==> config.mk <==
export PLATFORM = sky130hd
export DESIGN_NAME = touch_drv_ctrl
export DESIGN_NICKNAME = d
export VERILOG_FILES = /design/src/rtl/touch_drv_pkg.sv /design/src/rtl/tdc_chan_decode.sv /design/src/rtl/tdc_setting_track.sv /design/src/rtl/tdc_sequencer.sv /design/src/rtl/touch_drv_ctrl.sv
export SDC_FILE = /design/constraint.sdc
export NUM_CORES = 1
export LEC_CHECK = 0
export ABC_AREA = 0
export BUFFER_PORTS_ARGS = -buffer_cell sky130_fd_sc_hd__buf_2
export CAP_MARGIN = 20
export CORE_AREA = 5 5 42 44
export CTS_BUF_LIST = sky130_fd_sc_hd__clkbuf_8 sky130_fd_sc_hd__clkbuf_16
export CTS_CLUSTER_DIAMETER = 120
export CTS_CLUSTER_SIZE = 12
export DETAILED_ROUTE_END_ITERATION = 10
export DIE_AREA = 0 0 47 49
export PLACE_DENSITY = 0.64
export SLEW_MARGIN = 20
export SYNTH_ARGS = -nofsm -noshare
export SYNTH_HDL_FRONTEND = slang
export SYNTH_SLANG_ARGS = --single-unit
==> constraint.sdc <==
create_clock -name clk_i -period 3.2 [get_ports clk_i]
set_clock_uncertainty 0.2 [all_clocks]
set_input_delay 0.48 -clock clk_i [delete_from_list [all_inputs] [get_ports clk_i]]
set_output_delay 0.48 -clock clk_i [all_outputs]
set_load 0.03 [all_outputs]
==> src/rtl/touch_drv_pkg.sv <==
package touch_drv_pkg;
  typedef enum logic [1:0] {
    DRV_NONE = 2'd0,
    DRV_X    = 2'd1,
    DRV_Y    = 2'd2
  } drv_sel_e;
endpackage

==> src/rtl/tdc_chan_decode.sv <==
module tdc_chan_decode
  import touch_drv_pkg::*;
#(
  parameter int unsigned CHAN_W = 3,
  parameter logic [CHAN_W-1:0] XP_CHAN = 3'b001,
  parameter logic [CHAN_W-1:0] YP_CHAN = 3'b101
) (
  input  logic [CHAN_W-1:0] chan_i,
  output drv_sel_e          sel_o
);
  // sensing one plate means driving the other
  always_comb begin
    if (chan_i == XP_CHAN)      sel_o = DRV_Y;
    else if (chan_i == YP_CHAN) sel_o = DRV_X;
    else                        sel_o = DRV_NONE;
  end
endmodule

==> src/rtl/tdc_setting_track.sv <==
module tdc_setting_track #(
  parameter int unsigned CHAN_W = 3,
  parameter int unsigned PD_W   = 2
) (
  input  logic              clk_i,
  input  logic              rst_ni,
  input  logic              capture_i,
  input  logic [CHAN_W-1:0] chan_i,
  input  logic              single_ended_i,
  input  logic [PD_W-1:0]   pd_i,
  output logic              se_q_o,
  output logic [PD_W-1:0]   pd_q_o,
  output logic              changed_o
);
  localparam int unsigned SET_W = CHAN_W + 1 + PD_W;

  logic [SET_W-1:0] live_set, set_q;

  assign live_set = {chan_i, single_ended_i, pd_i};

  always_ff @(posedge clk_i or negedge rst_ni) begin
    if (!rst_ni)        set_q <= '0;
    else if (capture_i) set_q <= live_set;
  end

  assign se_q_o    = set_q[PD_W];
  assign pd_q_o    = set_q[PD_W-1:0];
  assign changed_o = (live_set != set_q);
endmodule

==> src/rtl/tdc_sequencer.sv <==
module tdc_sequencer
  import touch_drv_pkg::*;
(
  input  logic     clk_i,
  input  logic     rst_ni,
  input  logic     cs_ni,
  input  logic     acq_i,
  input  logic     conv_i,
  input  logic     eoc_i,
  input  drv_sel_e sel_i,
  input  logic     changed_i,
  input  logic     se_q_i,
  input  logic     pd_hold_i,
  output drv_sel_e drv_o,
  output logic     yneg_o
);
  drv_sel_e drv_q, drv_d;
  logic     yneg_q, yneg_d;
  logic     eoc_release;

  assign eoc_release = eoc_i && !pd_hold_i;

  always_comb begin
    drv_d  = drv_q;
    yneg_d = yneg_q;
    if (cs_ni) begin
      drv_d  = DRV_NONE;
      yneg_d = 1'b0;
    end else if (acq_i) begin
      drv_d  = sel_i;
      yneg_d = 1'b0;
    end else begin
      if (changed_i || (conv_i && se_q_i) || eoc_release) drv_d = DRV_NONE;
      if (eoc_release) yneg_d = 1'b1;
    end
  end

  always_ff @(posedge clk_i or negedge rst_ni) begin
    if (!rst_ni) begin
      drv_q  <= DRV_NONE;
      yneg_q <= 1'b0;
    end else begin
      drv_q  <= drv_d;
      yneg_q <= yneg_d;
    end
  end

  assign drv_o  = drv_q;
  assign yneg_o = yneg_q;
endmodule

==> src/rtl/touch_drv_ctrl.sv <==
module touch_drv_ctrl
  import touch_drv_pkg::*;
#(
  parameter int unsigned CHAN_W = 3,
  parameter int unsigned PD_W   = 2,
  parameter logic [CHAN_W-1:0] XP_CHAN = 3'b001,
  parameter logic [CHAN_W-1:0] YP_CHAN = 3'b101,
  parameter logic [PD_W-1:0]   PD_HOLD = 2'b11
) (
  input  logic              clk_i,
  input  logic              rst_ni,
  input  logic              cs_ni,
  input  logic [CHAN_W-1:0] chan_i,
  input  logic              single_ended_i,
  input  logic [PD_W-1:0]   pd_i,
  input  logic              acq_i,
  input  logic              conv_i,
  input  logic              eoc_i,
  output logic              x_drv_en_o,
  output logic              y_drv_en_o,
  output logic              yneg_en_o
);
  drv_sel_e          sel, drv;
  logic              se_q, changed;
  logic [PD_W-1:0]   pd_q;

  tdc_chan_decode #(.CHAN_W(CHAN_W), .XP_CHAN(XP_CHAN), .YP_CHAN(YP_CHAN)) u_dec (
    .chan_i (chan_i),
    .sel_o  (sel)
  );

  tdc_setting_track #(.CHAN_W(CHAN_W), .PD_W(PD_W)) u_trk (
    .clk_i          (clk_i),
    .rst_ni         (rst_ni),
    .capture_i      (acq_i && !cs_ni),
    .chan_i         (chan_i),
    .single_ended_i (single_ended_i),
    .pd_i           (pd_i),
    .se_q_o         (se_q),
    .pd_q_o         (pd_q),
    .changed_o      (changed)
  );

  tdc_sequencer u_seq (
    .clk_i     (clk_i),
    .rst_ni    (rst_ni),
    .cs_ni     (cs_ni),
    .acq_i     (acq_i),
    .conv_i    (conv_i),
    .eoc_i     (eoc_i),
    .sel_i     (sel),
    .changed_i (changed),
    .se_q_i    (se_q),
    .pd_hold_i (pd_q == PD_HOLD),
    .drv_o     (drv),
    .yneg_o    (yneg_en_o)
  );

  assign x_drv_en_o = (drv == DRV_X);
  assign y_drv_en_o = (drv == DRV_Y);
endmodule

==> results.toml <==
[pwr]
peakVddDrop_mv = 0.324
cellPowerDensity_nw_per_um2 = 517
p_leak_uw = 0.000266

[synth]
synth_top_area_cell = "dfrtp_1"
avgSynthCellArea_um2 = 11.6
ys_warn_count = 0
yosysUniqueCellTypes = 18
synth_nets = 51
yosys-top-cells-area = "dfrtp_1, mux2_2, xnor2_1, nor2b_1, o31ai_1"
ys_ff_latch = 9
netlist_area_um2 = 454
netlist_instances = 39
synth_top_area_frac = 0.496
yosysSeqAreaShare = 0.496

[sta]
slew_viol_final = 0
rsz0062_at_grt = "no"
hold_ws_ns = 0.244
period_share = 0.503
worst_slew_pin_slew_ns = 0.630
fin_crit_ns = 1.61
setup_viol = 0
slew_headroom = 0.579
finalHoldViolations = 0
max_freq_ghz = 0.621
setup_tns_ns = 0

[global_routing]
grt_pass1_vias = 305
track_usage = 0.0748
grt_start_max_net_pins = 10
grt_pass1_wl_um = 1250
overflow = 0
antenna_found_initial = 0

[detailed_routing]
drt-total-wl_um = 777
drc = 0
ant_nets = 0
vias = 347
vias_per_cell = 4.75
wl_per_cell_um = 10.6
drt_pass1_iterations = 2
drt_iter0_drc = 2

[floorplan]
io_pins = 15
die-area_um2 = 2300
coreArea_um2 = 1400
row_count = 14
die_x_um = 47
die_h_um = 49
start_util = 0.324

[final_layout]
final_common_cell = "buf_2"
nNetsFinal = 70
area_growth_pct = 30.9
mostFrequentLayoutCells = "buf_2, dfrtp_1, mux2_2"
diodes = 0
fin_area_um2 = 594
drive_above_1_share = 0.421
n_fill_cell = 149

[clocking]
cts_buffers = 3
cts_tree = "done"
cts_buffer_depth = 2
cts_resized = 0
clk_latency_ns = 0.22
root_buffer = "clkbuf_8"
cts_sinks = 9
clkTransAtPathRegs_ns = 0.04
htree_levels = 1

[placement]
place_hpwl_um = 640
portBuffers = 14
place_congestion = 0.718
place_area_um2 = 539

[setup_path]
r2r_slack_ns = 1.88
r2r_cells = 4
crit_type = "in -> reg"
start_kind = "input port"
worstSetupEndpointType = "register"
rr_endpoint = "u_seq.drv_o[1]"
r2r_start = "u_trk.set_q[3]"
required_ns = 3.11
crit_fanout = 8
cp.arrival_ns = 1.52

[hold_path]
min_to = "u_seq.yneg_o"
hp-start = "acq_i"
worstHoldPathCells = 2
hold_class = "in -> reg"

[outcome]
status = "complete, no violations"

[run]
drv_cap = 0
==> power breakdown <==
| group | switching [uW] | internal [uW] |
|---|---|---|
| logic | 21.5 | 26.8 |
| registers | 9.03 | 127 |
| clock network | 40.1 | 83.1 |
| total | 70.6 | 237 |
==> area by class of cell <==
cell class | count | area, um2 | area share
Sequential cell | 9 | 225 | 0.379
Multi-Input combinational cell | 29 | 224 | 0.377
Timing Repair Buffer | 15 | 80.1 | 0.135
Clock buffer | 3 | 41.3 | 0.0695
Tap cell | 16 | 20.0 | 0.0337
Clock inverter | 1 | 3.75 | 0.00632
==> per-stage QoR <==
stage                      util  instances  setup slack, ns  total power (uW)
after CTS                 0.424         73             1.57               312
after global placement    0.385         68             1.38               185
after global routing      0.424         73             1.53               327
after floorplan               -         39             1.71               168
after detailed placement  0.385         68             1.33               186
final                     0.424         73             1.59               307
==> state kept, by name, indices dropped and copies added, names as in the netlist <==
signal,flops
u_seq.drv_o,2
u_seq.yneg_o,1
u_trk.set_q,6
==> Yosys cell counts (all sizes together) <==
cell type,n
nand2,3
buf,1
dfrtp,9
nand4,1
o21ai,1
a31oi,1
xnor2,3
nor2b,3
mux2,6
nand3b,1
xor2,1
nand4b,1
nand2b,1
o31ai,2
nor3,3
nand4bb,1
a21oi,1
==> cells by family after synthesis <==
logic type                after synthesis  synth area share
AOI/OAI and AO/OA                       5            0.0688
xor gates and xnor gates                4            0.0771
buffers and inverters                   1            0.0110
DFF                                     9             0.496
and+or+nand+nor                        14             0.198
muxes                                   6             0.149
==> routing by layer <==
metal | vias to the layer above | track usage | wire length [um]
met5 | - | 0 | 0
met4 | 0 | 0.0276 | 0
met3 | 0 | 0.0332 | 47
met2 | 10 | 0.0995 | 368
met1 | 157 | 0.105 | 361
li1 | 180 | - | -
==> critical path, stage by stage <==
cell	delay (ns)
buf_2	0.10
nor2b_1	0.53
mux2_2	0.41
==> repair_timing <==
item	CTS	global route
endpoints found under the hold margin	9	0
buffers inserted	0	0
hold buffers	1	0
==> worst max path at each step <==
stage | start | end | slack [ns] | cells past startpoint
after floorplan | u_seq.drv_o[1] | x_drv_en_o | 1.71 | 1
after global placement | acq_i | u_trk.set_q[4] | 1.38 | 3
after CTS | acq_i | u_trk.set_q[4] | 1.57 | 3
final | acq_i | u_trk.set_q[4] | 1.59 | 3
after detailed placement | acq_i | u_trk.set_q[4] | 1.33 | 3
after global routing | acq_i | u_trk.set_q[4] | 1.53 | 3
Note: power is estimated with default switching activity, not from simulation.
